===== src/rtl/etu_tmo_pkg.sv =====
package etu_tmo_pkg;

  typedef enum logic [1:0] {
    START_OFF    = 2'd0,
    START_WRITE  = 2'd1,
    START_EDGE   = 2'd2,
    START_RELOAD = 2'd3
  } start_mode_e;

  typedef struct packed {
    start_mode_e mode_b;
    start_mode_e mode_a;
    logic        split;
  } tmo_cfg_t;

  localparam int CFG_W = $bits(tmo_cfg_t);

  function automatic logic arms_on_write(start_mode_e m);
    return (m == START_WRITE) || (m == START_RELOAD);
  endfunction

endpackage


===== src/rtl/etu_tmo_regs.sv =====
module etu_tmo_regs
  import etu_tmo_pkg::*;
#(
  parameter int BYTE_W   = 8,
  parameter int LD_BYTES = 3,
  parameter int ADDR_W   = 2
) (
  input  logic                         clk,
  input  logic                         rst_n,
  input  logic                         soft_clr,
  input  logic                         wr_en,
  input  logic [ADDR_W-1:0]            wr_addr,
  input  logic [BYTE_W-1:0]            wr_data,
  output logic [LD_BYTES*BYTE_W-1:0]   load_q,
  output tmo_cfg_t                     cfg_q,
  output logic                         cfg_wr,
  output logic                         wr_top_q,
  output logic                         wr_mid_q
);

  localparam int CFG_ADDR = LD_BYTES;
  localparam int TOP_IDX  = LD_BYTES - 1;
  localparam int MID_IDX  = LD_BYTES - 2;

  logic     wr_ok;
  tmo_cfg_t cfg_d;
  logic     top_d;
  logic     mid_d;
  logic     unused_hi;

  assign wr_ok     = wr_en & ~soft_clr;
  assign unused_hi = ^wr_data[BYTE_W-1:CFG_W];

  // one register per load byte, each with its own write enable
  for (genvar g = 0; g < LD_BYTES; g++) begin : g_byte
    logic              hit;
    logic [BYTE_W-1:0] byte_d;
    logic [BYTE_W-1:0] byte_q;

    assign hit = wr_ok && (wr_addr == ADDR_W'(g));

    always_comb begin
      byte_d = byte_q;
      if (soft_clr)  byte_d = '0;
      else if (hit)  byte_d = wr_data;
    end

    always_ff @(posedge clk or negedge rst_n) begin
      if (!rst_n) byte_q <= '0;
      else        byte_q <= byte_d;
    end

    assign load_q[g*BYTE_W +: BYTE_W] = byte_q;
  end

  assign cfg_wr = wr_ok && (wr_addr == ADDR_W'(CFG_ADDR));

  always_comb begin
    cfg_d = cfg_q;
    if (soft_clr)    cfg_d = '0;
    else if (cfg_wr) cfg_d = tmo_cfg_t'(wr_data[CFG_W-1:0]);
  end

  // write-start pulses are delayed one cycle so the counter sees the new byte
  always_comb begin
    top_d = wr_ok && (wr_addr == ADDR_W'(TOP_IDX));
    mid_d = wr_ok && (wr_addr == ADDR_W'(MID_IDX));
  end

  always_ff @(posedge clk or negedge rst_n) begin
    if (!rst_n) begin
      cfg_q    <= '0;
      wr_top_q <= 1'b0;
      wr_mid_q <= 1'b0;
    end else begin
      cfg_q    <= cfg_d;
      wr_top_q <= top_d;
      wr_mid_q <= mid_d;
    end
  end

endmodule


===== src/rtl/etu_io_fall.sv =====
module etu_io_fall #(
  parameter int STAGES = 2
) (
  input  logic clk,
  input  logic rst_n,
  input  logic soft_clr,
  input  logic line,
  output logic fall
);

  logic [STAGES-1:0] sync_q;
  logic [STAGES-1:0] sync_d;
  logic              prev_q;
  logic              prev_d;

  // idle level of the line is high; clearing forces the idle level
  always_comb begin
    if (soft_clr) begin
      sync_d = '1;
      prev_d = 1'b1;
    end else begin
      sync_d = {sync_q[STAGES-2:0], line};
      prev_d = sync_q[STAGES-1];
    end
  end

  always_ff @(posedge clk or negedge rst_n) begin
    if (!rst_n) begin
      sync_q <= '1;
      prev_q <= 1'b1;
    end else begin
      sync_q <= sync_d;
      prev_q <= prev_d;
    end
  end

  assign fall = prev_q & ~sync_q[STAGES-1];

endmodule


===== src/rtl/etu_down_cnt.sv =====
module etu_down_cnt #(
  parameter int W = 24
) (
  input  logic         clk,
  input  logic         rst_n,
  input  logic         soft_clr,
  input  logic         halt,
  input  logic         arm,
  input  logic         reload_en,
  input  logic         tick,
  input  logic         clr_flag,
  input  logic [W-1:0] load_val,
  output logic         busy,
  output logic         expired
);

  logic [W-1:0] cnt_q;
  logic [W-1:0] cnt_d;
  logic         run_q;
  logic         run_d;
  logic         flag_q;
  logic         flag_d;
  logic         hit;

  // priority: clear, halt, arm, tick
  always_comb begin
    cnt_d = cnt_q;
    run_d = run_q;
    hit   = 1'b0;
    if (soft_clr) begin
      cnt_d = '0;
      run_d = 1'b0;
    end else if (halt) begin
      run_d = 1'b0;
    end else if (arm) begin
      cnt_d = load_val;
      run_d = 1'b1;
    end else if (run_q && tick) begin
      if (cnt_q <= W'(1)) begin
        hit   = 1'b1;
        cnt_d = reload_en ? load_val : '0;
        run_d = reload_en;
      end else begin
        cnt_d = cnt_q - W'(1);
      end
    end
  end

  always_comb begin
    flag_d = flag_q;
    if (soft_clr)      flag_d = 1'b0;
    else if (hit)      flag_d = 1'b1;
    else if (clr_flag) flag_d = 1'b0;
  end

  always_ff @(posedge clk or negedge rst_n) begin
    if (!rst_n) begin
      cnt_q  <= '0;
      run_q  <= 1'b0;
      flag_q <= 1'b0;
    end else begin
      cnt_q  <= cnt_d;
      run_q  <= run_d;
      flag_q <= flag_d;
    end
  end

  assign busy    = run_q;
  assign expired = flag_q;

endmodule


===== src/rtl/etu_timeout_ctr.sv =====
module etu_timeout_ctr
  import etu_tmo_pkg::*;
#(
  parameter  int BYTE_W      = 8,
  parameter  int LD_BYTES    = 3,
  parameter  int SYNC_STAGES = 2,
  localparam int ADDR_W      = $clog2(LD_BYTES + 1)
) (
  input  logic              clk,
  input  logic              rst_n,
  input  logic              uart_rst_n,
  input  logic              etu_tick,
  input  logic              card_io,
  input  logic              wr_en,
  input  logic [ADDR_W-1:0] wr_addr,
  input  logic [BYTE_W-1:0] wr_data,
  input  logic              stat_rd,
  output logic [1:0]        irq_o,
  output logic [1:0]        busy_o
);

  localparam int TOT_W = LD_BYTES * BYTE_W;
  localparam int LO_W  = (LD_BYTES - 1) * BYTE_W;

  logic             soft_clr;
  logic [TOT_W-1:0] load_q;
  tmo_cfg_t         cfg_q;
  logic             cfg_wr;
  logic             wr_top_q;
  logic             wr_mid_q;
  logic             io_fall;

  logic [TOT_W-1:0]  load_a;
  logic [BYTE_W-1:0] load_b;
  logic              arm_a;
  logic              arm_b;
  logic              reload_a;
  logic              reload_b;
  logic              busy_a;
  logic              busy_b;
  logic              flag_a;
  logic              flag_b;

  assign soft_clr = ~uart_rst_n;

  etu_tmo_regs #(
    .BYTE_W  (BYTE_W),
    .LD_BYTES(LD_BYTES),
    .ADDR_W  (ADDR_W)
  ) regs_i (
    .clk     (clk),
    .rst_n   (rst_n),
    .soft_clr(soft_clr),
    .wr_en   (wr_en),
    .wr_addr (wr_addr),
    .wr_data (wr_data),
    .load_q  (load_q),
    .cfg_q   (cfg_q),
    .cfg_wr  (cfg_wr),
    .wr_top_q(wr_top_q),
    .wr_mid_q(wr_mid_q)
  );

  etu_io_fall #(
    .STAGES(SYNC_STAGES)
  ) edge_i (
    .clk     (clk),
    .rst_n   (rst_n),
    .soft_clr(soft_clr),
    .line    (card_io),
    .fall    (io_fall)
  );

  // layout selection: split keeps the lower bytes for A and the top byte for B
  always_comb begin
    if (cfg_q.split) load_a = {{BYTE_W{1'b0}}, load_q[LO_W-1:0]};
    else             load_a = load_q;
    load_b = load_q[TOT_W-1 -: BYTE_W];
  end

  always_comb begin
    logic wr_arm_a;
    wr_arm_a = cfg_q.split ? wr_mid_q : wr_top_q;
    arm_a    = (arms_on_write(cfg_q.mode_a) && wr_arm_a) ||
               ((cfg_q.mode_a == START_EDGE) && io_fall && !busy_a);
    arm_b    = cfg_q.split &&
               ((arms_on_write(cfg_q.mode_b) && wr_top_q) ||
                ((cfg_q.mode_b == START_EDGE) && io_fall && !busy_b));
    reload_a = (cfg_q.mode_a == START_RELOAD);
    reload_b = cfg_q.split && (cfg_q.mode_b == START_RELOAD);
  end

  etu_down_cnt #(
    .W(TOT_W)
  ) cnt_a_i (
    .clk      (clk),
    .rst_n    (rst_n),
    .soft_clr (soft_clr),
    .halt     (cfg_wr),
    .arm      (arm_a),
    .reload_en(reload_a),
    .tick     (etu_tick),
    .clr_flag (stat_rd),
    .load_val (load_a),
    .busy     (busy_a),
    .expired  (flag_a)
  );

  etu_down_cnt #(
    .W(BYTE_W)
  ) cnt_b_i (
    .clk      (clk),
    .rst_n    (rst_n),
    .soft_clr (soft_clr),
    .halt     (cfg_wr),
    .arm      (arm_b),
    .reload_en(reload_b),
    .tick     (etu_tick),
    .clr_flag (stat_rd),
    .load_val (load_b),
    .busy     (busy_b),
    .expired  (flag_b)
  );

  assign irq_o  = {flag_b, flag_a};
  assign busy_o = {busy_b, busy_a};

endmodule


===== config.mk =====
export PLATFORM = sky130hd
export DESIGN_NAME = etu_timeout_ctr
export DESIGN_NICKNAME = d
export VERILOG_FILES = /design/src/rtl/etu_tmo_pkg.sv /design/src/rtl/etu_tmo_regs.sv /design/src/rtl/etu_io_fall.sv /design/src/rtl/etu_down_cnt.sv /design/src/rtl/etu_timeout_ctr.sv
export SDC_FILE = /design/constraint.sdc
export NUM_CORES = 1
export LEC_CHECK = 0
export BUFFER_PORTS_ARGS = -buffer_cell sky130_fd_sc_hd__buf_2
export CAP_MARGIN = 20
export CORE_UTILIZATION = 55
export CTS_CLUSTER_DIAMETER = 60
export DETAILED_ROUTE_END_ITERATION = 16
export GPL_TIMING_DRIVEN = 1
export HOLD_SLACK_MARGIN = 0.05
export PLACE_DENSITY_LB_ADDON = 0.25
export SYNTH_ARGS = -nofsm -noshare
export SYNTH_HDL_FRONTEND = slang
export SYNTH_SLANG_ARGS = --single-unit

===== constraint.sdc =====
create_clock -name clk -period 2.2 [get_ports clk]
set_input_delay 0.55 -clock clk [delete_from_list [all_inputs] [get_ports clk]]
set_output_delay 0.55 -clock clk [all_outputs]
set_load 0.01 [all_outputs]

=== Word-level counts from Yosys, hierarchy flattened ===
Cells that the tools add are included.

* Flip-flop bits (word level): 70
* Bits in latches: 0
* Bits in writable memories: 0
* Bits in read-only memories: 0
* Bits of input ports: 17
* Output and inout bits: 4
* Word-level logic and storage cells: 119
* Memories kept: 0

* Add/subtract/negate cells: 2
* Multipliers: 0
* Div/mod/pow operators: 0
* Magnitude comparators: 2
* Equal/unequal tests: 22
* Shift-type cells: 0
* Mux-type cells: 49
* Bitwise operators: 3
* Reduce and logical (&&, ||, !) cells: 25

{| class="wikitable"
|+ Operator list
! kind !! count
|-
| two-way mux 24 bit || 7
|-
| two-way mux 8 bit || 12
|-
| two-way mux 1 bit || 27
|-
| less-or-equal comparator 24 x 1 -> 1 bit, second input constant || 1
|-
| subtractor 24 x 1 -> 24 bit, second input constant || 1
|-
| != test 4 x 1 -> 1 bit, second input constant || 4
|-
| logical AND 1 bit || 14
|-
| == test 2 bit, second input constant || 6
|-
| != test 3 x 1 -> 1 bit, second input constant || 4
|-
| two-way mux 5 bit || 2
|-
| less-or-equal comparator 8 x 1 -> 1 bit, second input constant || 1
|-
| != test 2 x 1 -> 1 bit, second input constant || 4
|-
| AND reduction 2 bit || 4
|-
| subtractor 8 x 1 -> 8 bit, second input constant || 1
|-
| == test 2 x 1 -> 1 bit, second input constant || 3
|-
| logical OR 1 bit || 4
|-
| AND 1 bit || 2
|-
| logical NOT 1 bit || 2
|-
| logical NOT 2 bit || 1
|-
| two-way mux 2 bit || 1
|-
| != test 2 bit, second input constant || 1
|-
| inverter 1 bit || 1
|}

=== Depth between registers and ports, before layout ===
Gate-level depths: netlist of run 1.

* Word-level depth: 11
* Mapped depth: 10
* Gate-level depth less buffers: 8

=== Modules after synthesis ===
Synthesis of run 1 repeated with hierarchy kept, for this count alone.

* Cells, all modules: 407
* Area total of the unflattened synthesis: 4,120.2 um2

{| class="wikitable"
|+ By module, submodules not included
! module !! times used !! cells an instance !! area an instance (um2) !! sequential area each (um2)
|-
| etu_down_cnt (cnt_a_i) || 1 || 200 || 1,824.2 || 650.6
|-
| etu_tmo_regs || 1 || 111 || 1,393.8 || 775.7
|-
| etu_down_cnt (cnt_b_i) || 1 || 67 || 640.6 || 250.2
|-
| etu_timeout_ctr || 1 || 22 || 157.7 || 0.0
|-
| etu_io_fall || 1 || 7 || 103.8 || 78.8
|}

=== Worst setup path before layout of run 1 ===
Ideal clock, no wire load.

* Kind: reg-to-reg
* From: register cnt_a_i.cnt_q[0]
* To: register cnt_a_i.cnt_q[20]
* Arrival time: 2,062 ps
* Required time: 2,074 ps
* Setup slack: 12 ps
* Cell stages (with the launch flop): 9
* Path through: dfrtp_1 > inv_1 > ha_1 > or3b_1 > or3_1 > nor4_1 > xnor2_1 > nor3_1 > a221o_1

* Longest elaborated chain between the ends: 6

{| class="wikitable"
|+ Ends and longest elaborated chain
! element !! line !! source
|-
| start: declaration || etu_down_cnt.sv:17 || <nowiki>logic [W-1:0] cnt_q;</nowiki>
|-
| start signal: assignment || etu_down_cnt.sv:62 || <nowiki>cnt_q <= cnt_d;</nowiki>
|-
| subtractor 24 x 1 -> 24 bit or less-or-equal comparator 24 x 1 -> 1 bit (tied branches) || etu_down_cnt.sv:44, etu_down_cnt.sv:39 ||
|-
| two-way mux 24 bit (*) || etu_down_cnt.sv:39 || <nowiki>if (cnt_q <= W'(1)) begin</nowiki>
|-
| two-way mux 24 bit (*) || etu_down_cnt.sv:38 || <nowiki>end else if (run_q && tick) begin</nowiki>
|-
| two-way mux 24 bit (*) || etu_down_cnt.sv:35 || <nowiki>end else if (arm) begin</nowiki>
|-
| two-way mux 24 bit (*) || etu_down_cnt.sv:33 || <nowiki>end else if (halt) begin</nowiki>
|-
| two-way mux 24 bit (*) || etu_down_cnt.sv:30 || <nowiki>if (soft_clr) begin</nowiki>
|}

Mark *: on every way between the ends. The rest lies on a longest branch, timed or not. The select of a mux whose other input is x is not followed.
A chain may end at the register's enable or synchronous reset.

=== Worst setup path after layout of run 1 ===
* From: register cnt_a_i.cnt_q[1]
* To: register cnt_a_i.cnt_q[20]

Same word-level chain as after synthesis.

==> metrics.sh, run 1 <==
STATUS='complete, no violations'
VIAS=3502
CLOCKROOTBUFFER='clkbuf_8'
CP.ARRIVAL_NS=2.34
SETUP.WORST_PATH.CLASS='flip-flop to flip-flop'
CORE_REGION_AREA_MM2=0.00649
TRITONCTS_NUM_SINKS=70
POWER_DENSITY_mW_PER_MM2=698
FLOORPLAN.INITIALDENSITY_PCT=58.5
WORST_SETUP_HOLD_PATH_CLK_SLEW_NS=0.09
STATIC_LEAKAGE_uW=0.00217
WIRELENGTH_UM=10100
SYNTH-SEQ-CELLS=70
INITIALDRTVIOLATIONCOUNT=349
DESIGN.PORTCOUNT=21
MOST-COMMON-LAYOUT-CELLS='nand2_1, dfrtp_1, buf_4, o21ai_0, buf_2'
WORSTMARGINPINSLEW_NS=0.675
POST_SYNTH_NUM_CELL_TYPES=57
WORST_IR_DROP_VDD_mV=0.472
GRT_ANTENNA_BEFORE_REPAIR=0
POST_DRT_WL_PER_CELL_UM=18.4
FINAL_PERIOD_MINUS_WORST_SETUP_SLACK_NS=2.08
GRT_START_MAX_NET_PINS=71
CLK_PATH_BUF_DEPTH=2
YS_DOMINANT_REG_CELL='dfrtp_1'
FLOORPLAN.DIE_AREA_MM2=0.00725
PORT_BUFFERS=20
CTS-HOLD-FIX-BUFFERS=0
COMMONEST_NON_FILL_NON_TAP_CELL_IN_THE_LAYOUT='nand2_1'
WORST_REG2REG_PATH_STARTPOINT='cnt_a_i.cnt_q[1]$_DFFE_PN0P_'
ROUTE.DETAILED.DRC=0
REG2REGPATHDEPTH=8
HOLD_PATH.CLASS='input port to asynchronous set/reset pin'
GROUTE.USAGE.OVERALL_PCT=30.2
FIRST_GLOBAL_VIAS=3309
DP_HPWL_UM=7150
CRITICAL_PATH.ENDPOINT_TYPE='flip-flop'
DETAILEDROUTE.FIRSTPASSITERATIONCOUNT=5
FINALSETUPVIOLATIONS=0
SYN_AREA_CELL_UM2=9.27
ASYNC_FLOP_SHARE_PCT=100
LAYOUT.CELLS.NON_FILLER=551
YOSYS_WARNINGS=0
TIMING.CRITICAL_PATH.FROM='cnt_a_i.cnt_q[1]$_DFFE_PN0P_'
MAX_SLEW_HEADROOM_PCT=55.0
CTS_BUFFERS=9
POWER.SWITCHING_uW=926
TIMING.REG2REG.SETUP_SLACK_NS=0.12
INTERNAL-POWER_uW=2290
HOLD_VIOL_FINAL=0
DIE_H_UM=85.1
CTS_TREE='done'
DRV_SLEW=0
CTS-HTREE-LEVELS=3
FINAL_HOLD_SLACK_NS=0.193
SYNTH_ENABLE_FLOP_CELLS=0
CLOCK.FMAX_MHz=482
CRITICAL_PATH_MAXIMUM_FANOUT=4
STARTPOINT_TYPE='flip-flop'
SWITCHING_SHARE_PCT=28.8
WORST_EP_REQUIRED_TIME_NS=2.46
INSERTION_DELAY_NS=0.37
TIMING.CLOCK.SKEW_NS=0.0106
RSZ_0062_RAISED_AFTER_GLOBAL_ROUTING='false'
PLACER_CONGESTION_ESTIMATE=0.893
POSTSYNTHCELLCOUNT=410
OVERFLOW=0
SHARE_CLK_OF_TOTAL_POWER_PCT=37.9
POST_ROUTE_CELLS_DRIVE_ABOVE_1_SHARE_PCT=24.1
POST_CTS_BUFFERS=0
PLACEMENTROWS=29
SYN-CELL-AREA_MM2=0.00380
MAX_CAP_VIOLATIONS=0
DIE_W_UM=85.1
ANT_NETS=0
SEQUENTIAL_FRACTION_OF_THE_SYNTHESIS_AREA_PCT=46.2
DETAIL_ROUTE.VIAS_PER_CELL=6.36
POWER.SEQUENTIAL.FRACTION_PCT=42.4
NUM_ANTENNA_CELLS=0
POWER.COMBINATIONAL.FRACTION_PCT=19.7
PERIOD_SHARE_PCT=94.3
PLACED_CELLS_INCL_TAPS=535
SYNTH.NET_COUNT=431
AREA_GROWTH_PCT=21.0
NNETSFINAL=490
WIRE_LENGTH_OF_THE_FIRST_GLOBAL_ROUTING_PASS_UM=16600
R2R_END='cnt_a_i.cnt_q[20]$_DFFE_PN0P_'
SETUP_TOTAL_NEGATIVE_SLACK_NS=0
FILLCELLCOUNT=466
==> synth_stat cells, drive strengths merged, types with 7 or more instances <==
cell | count | area share (%)
a21boi | 8 | 1.6
a21oi | 8 | 1.1
a22o | 13 | 3.0
a22oi | 10 | 2.0
buf | 13 | 2.5
clkbuf | 11 | 1.1
dfrtp | 67 | 44
inv | 7 | 0.69
nand2 | 75 | 7.4
nor2 | 16 | 1.6
nor2b | 9 | 1.5
nor3 | 22 | 3.0
nor4 | 10 | 2.0
o21ai | 38 | 5.0
xor2 | 7 | 1.6
==> how the worst max path moves through the flow <==
stage	depth (start not counted)	slack, ns	end
finish	8	0.12	cnt_a_i.cnt_q[20]$_DFFE_PN0P_
global route	8	0.0006	cnt_a_i.cnt_q[20]$_DFFE_PN0P_
CTS	7	0.005	cnt_a_i.cnt_q[19]$_DFFE_PN0P_
floorplan	8	0.01	cnt_a_i.cnt_q[20]$_DFFE_PN0P_
global placement	7	0.06	cnt_a_i.cnt_q[0]$_DFFE_PN0P_
detailed placement	8	-0.04	cnt_a_i.cnt_q[20]$_DFFE_PN0P_
==> flip-flops by register name, summed over array words and instances, names as in the netlist <==
signal                cells
cnt_a_i.cnt_q            24
regs_i.g_byte.byte_q     24
cnt_b_i.cnt_q             8
regs_i.cfg_q              5
edge_i.sync_q             2
cnt_a_i.busy              1
cnt_a_i.expired           1
cnt_b_i.busy              1
cnt_b_i.expired           1
edge_i.prev_q             1
regs_i.wr_mid_q           1
regs_i.wr_top_q           1
==> metal layers <==
layer	GRT usage, %	part of all wire (%)	wire (µm)	up-vias
li1	-	-	-	1611
met1	43.4	45	4540	1707
met2	45.2	46	4660	150
met3	4.96	6.0	613	34
met4	13.9	3.1	312	0
met5	0	0	0	-
==> logic make-up after synthesis <==
| kind of cell | after synthesis | synth area share, % |
|---|---|---|
| buffers and inverters | 32 | 4.34 |
| adder cells (fa/ha/maj) | 4 | 1.32 |
| multiplexers | 6 | 1.71 |
| AO/OA/AOI/OAI | 113 | 20.9 |
| AND/OR/NAND/NOR | 172 | 22.6 |
| flip-flops | 70 | 46.2 |
| XOR/XNOR | 13 | 2.99 |
==> metrics by stage <==
| stage | utilization (%) | setup WS, ns | area, µm² | power, µW |
|---|---|---|---|---|
| after global routing | 70.9 | 0.000613 | 4600 | 3320 |
| after floorplan | - | 0.0122 | 3800 | 1710 |
| after CTS | 69.5 | 0.00517 | 4520 | 3170 |
| after detailed placement | 65.9 | -0.0383 | 4280 | 1960 |
| after global placement | 65.9 | 0.0628 | 4280 | 1940 |
| final | 70.9 | 0.125 | 4600 | 3210 |
==> critical path, cell delays in order, from the launching register on <==
cell and delay [ns]:
dfrtp_1 0.42, inv_2 0.08, ha_1 0.15, or3b_1 0.36
or3_4 0.36, nor4_4 0.17, xnor2_1 0.15, nor3_1 0.06
a221o_1 0.25
==> final cells by class <==
cell class	count	area [µm²]	area share (%)
clock buffers	10	138	2.99
clock inverters	6	93.8	2.04
inverters	8	30.0	0.653
multi-input cells	308	1970	42.9
flip-flops and latches	70	1760	38.1
well taps	77	96.3	2.09
repair buffers	72	515	11.2
==> power groups by stage <==
stage	logic [µW]	clock network [µW]	registers [µW]
detailed placement	573	0	1380
floorplan	334	0	1380
finish	634	1220	1360
global route	688	1270	1370
CTS	582	1230	1360
global placement	560	0	1380
==> what timing repair did <==
| action | 4_1_cts | 5_1_grt |
|---|---|---|
| resized for setup | 1 | 18 |
| pin swaps | 0 | 2 |
| endpoints found under the setup margin | 1 | 18 |
No activity file was read; power rests on OpenSTA's default activity.
==> run 2: changes to the inputs <==
Settings changed: CORE_UTILIZATION 55 to 65.
Clock period 2.2 ns to 2.59 ns, I/O delays scaled along.
==> metrics.sh, run 2 (synthesis gave the netlist of run 1 again) <==
STATUS='complete, no violations'
FINISH.INSTANCE_AREA_MM2=0.00421  # -8.6%
CTS_TREE='done'
OVERFLOW=0  # unchanged
R2R_END='cnt_a_i.cnt_q[20]$_DFFE_PN0P_'
TIMING.REG2REG.SETUP_SLACK_NS=0.18  # +0.05 ns
WORSTMARGINPINSLEW_NS=0.607  # -0.0684 ns
POWER.SWITCHING_uW=723  # -22%
AREA_GROWTH_PCT=10.7
WIRELENGTH_UM=9480  # -6.5%
VIAS=3360  # -4.1%
CTS_BUFFERS=9  # unchanged
DRV_SLEW=0  # unchanged
DETAILEDROUTE.FIRSTPASSITERATIONCOUNT=5  # unchanged
FLOORPLAN.INITIALDENSITY_PCT=68.2  # +9.7 points
TIMING.CLOCK.SKEW_NS=0.00796  # -0.00267 ns
INSERTION_DELAY_NS=0.34  # -0.03 ns
POWER.COMBINATIONAL.FRACTION_PCT=17.4  # -2.3 points
DESIGN.PORTCOUNT=21  # unchanged
WORST_REG2REG_PATH_STARTPOINT='cnt_a_i.cnt_q[1]$_DFFE_PN0P_'
PLACER_CONGESTION_ESTIMATE=0.903  # +1.2%
INITIALDRTVIOLATIONCOUNT=441  # +26%
NUM_ANTENNA_CELLS=0  # unchanged
HOLD_VIOL_FINAL=0  # unchanged
INTERNAL-POWER_uW=1770  # -22%
HOLD_PATH.CLASS='input port to asynchronous set/reset pin'
POST_ROUTE_CELLS_DRIVE_ABOVE_1_SHARE_PCT=15.0  # -9.1 points
DP_HPWL_UM=6720  # -6.1%
CTS-HTREE-LEVELS=3  # unchanged
GLOBAL_ROUTE.USAGE.MET1_PCT=49.3  # +5.9 points
WORST_SETUP_HOLD_PATH_CLK_SLEW_NS=0.08  # about the same
CORE_REGION_AREA_MM2=0.00557  # -14%
MAX_CAP_VIOLATIONS=0  # unchanged
RSZ_0062_RAISED_AFTER_GLOBAL_ROUTING='false'
GR-USAGE-MET3_PCT=5.70  # +0.74 points
ROUTE.DETAILED.DRC=0  # unchanged
DETAIL_ROUTE.VIAS_PER_CELL=6.55  # +3.1%
CLK_PATH_BUF_DEPTH=2  # unchanged
POWER.SEQUENTIAL.FRACTION_PCT=46.8  # +4.4 points
POST_CTS.RESIZED_INSTANCES=0  # -1
PERIOD_SHARE_PCT=93.2  # -1.1 points
PLACEMENTROWS=27  # -6.9%
GROUTE.LAYER.MET2.USAGE_PCT=51.0  # +5.7 points
SETUP_TOTAL_NEGATIVE_SLACK_NS=0  # unchanged
FILLCELLCOUNT=397  # -15%
SHARE_CLK_OF_TOTAL_POWER_PCT=35.8  # -2.1 points
STATIC_LEAKAGE_uW=0.00196  # -9.3%
DIE_W_UM=78.5  # -7.8%
CRITICAL_PATH_MAXIMUM_FANOUT=5  # +1
MAX_SLEW_HEADROOM_PCT=59.6  # +4.6 points
WIRE_LENGTH_OF_THE_FIRST_GLOBAL_ROUTING_PASS_UM=15700  # -5.5%
BIGGESTREGSBYFLOPS='cnt_a_i.cnt_q x24, regs_i.g_byte.byte_q x24, cnt_b_i.cnt_q x8'
PORT_BUFFERS=20  # unchanged
MOST_UTILIZED_LAYER_IN_THE_GLOBAL_ROUTE_RESULT='met2'
CP.ARRIVAL_NS=2.64  # +0.30 ns
CTS-HOLD-FIX-BUFFERS=0  # unchanged
SWITCHING_SHARE_PCT=29.0  # +0.15 points
COMMONEST_NON_FILL_NON_TAP_CELL_IN_THE_LAYOUT='nand2_1'
REG2REGPATHDEPTH=8  # unchanged
GROUTE.USAGE.OVERALL_PCT=33.9  # +3.6 points
FLOORPLAN.DIE_AREA_MM2=0.00616  # -15%
WORST_EP_REQUIRED_TIME_NS=2.82  # +0.36 ns
TRITONCTS_NUM_SINKS=70  # unchanged
POST_CTS_BUFFERS=0  # unchanged
POST_DRT_WL_PER_CELL_UM=18.5  # +0.43%
ANT_NETS=0  # unchanged
FINALSETUPVIOLATIONS=0  # unchanged
WORST_IR_DROP_VDD_mV=0.449  # -4.9%
GRT_ANTENNA_BEFORE_REPAIR=0  # unchanged
GRT_START_MAX_NET_PINS=28  # -61%
FIRST_GLOBAL_VIAS=3177  # -4.0%
NNETSFINAL=457  # -6.7%
FINAL_PERIOD_MINUS_WORST_SETUP_SLACK_NS=2.41  # +0.339 ns
PLACED_CELLS_INCL_TAPS=497  # -7.1%
SETUP.WORST_PATH.CLASS='flip-flop to flip-flop'
LAYOUT.CELLS.NON_FILLER=513  # -6.9%
DIE_H_UM=78.5  # -7.8%
POWER_DENSITY_mW_PER_MM2=593  # -15%
CRITICAL_PATH.ENDPOINT_TYPE='flip-flop'
MOST-COMMON-LAYOUT-CELLS='nand2_1, dfrtp_1, o21ai_0, nor3_1, buf_2'
PLACEMENT.CELL_AREA_MM2=0.00400  # -6.5%
CLOCK.FMAX_MHz=414  # -14%
CLOCKROOTBUFFER='clkbuf_8'
STARTPOINT_TYPE='flip-flop'
run 2: final cells by class:
cell class                      count  area (µm²)  area share (%)
Multi-Input combinational cell    308        1890            44.9
Sequential cell                    70        1760            41.7
Timing Repair Buffer               39         243            5.77
Clock buffer                       11         141            3.36
Tap cell                           72        90.1            2.14
Clock inverter                      5        60.1            1.43
Inverter                            8        30.0           0.714
run 2: stage by stage:
step	utilization, %	hold WS, ns	setup slack (ns)	total power, µW
finish	75.5	0.274	0.175	2500
global route	75.5	0.314	0.0707	2580
CTS	75.4	0.290	0.0968	2480
detailed placement	71.8	0.469	0.177	1600
global placement	71.8	0.458	0.297	1590
floorplan	-	0.352	0.366	1460
run 2: critical path, stage by stage (launching register included):
cell and delay [ns]:
dfrtp_1 0.42, inv_1 0.11, ha_1 0.23, or3b_1 0.41, or3_1 0.39, nor4_2 0.26
xnor2_1 0.18, nor3_1 0.06, a221o_1 0.25
run 2: routing by layer:
metal,share of wire [%],vias to the layer above
met4,1.9,0
met2,45,170
met3,8.7,20
li1,-,1535
met5,0,-
met1,44,1635
run 2: worst max-delay path by stage:
stage	from	endpoint	slack [ns]	cells past startpoint
after CTS	cnt_a_i.cnt_q[1]$_DFFE_PN0P_	cnt_a_i.cnt_q[20]$_DFFE_PN0P_	0.1	8
final	cnt_a_i.cnt_q[1]$_DFFE_PN0P_	cnt_a_i.cnt_q[20]$_DFFE_PN0P_	0.18	8
after global routing	cnt_a_i.cnt_q[1]$_DFFE_PN0P_	cnt_a_i.cnt_q[20]$_DFFE_PN0P_	0.07	8
after detailed placement	cnt_a_i.cnt_q[0]$_DFFE_PN0P_	cnt_a_i.cnt_q[20]$_DFFE_PN0P_	0.18	8
after floorplan	uart_rst_n	cnt_a_i.cnt_q[11]$_DFFE_PN0P_	0.37	8
after global placement	cnt_a_i.cnt_q[0]$_DFFE_PN0P_	cnt_a_i.cnt_q[20]$_DFFE_PN0P_	0.30	8
run 2: power groups by stage:
stage | registers (µW) | logic [µW] | clock network [µW]
CTS | 1170 | 419 | 900
global placement | 1180 | 404 | 0
floorplan | 1170 | 283 | 0
detailed placement | 1190 | 412 | 0
finish | 1170 | 434 | 893
global route | 1170 | 470 | 937
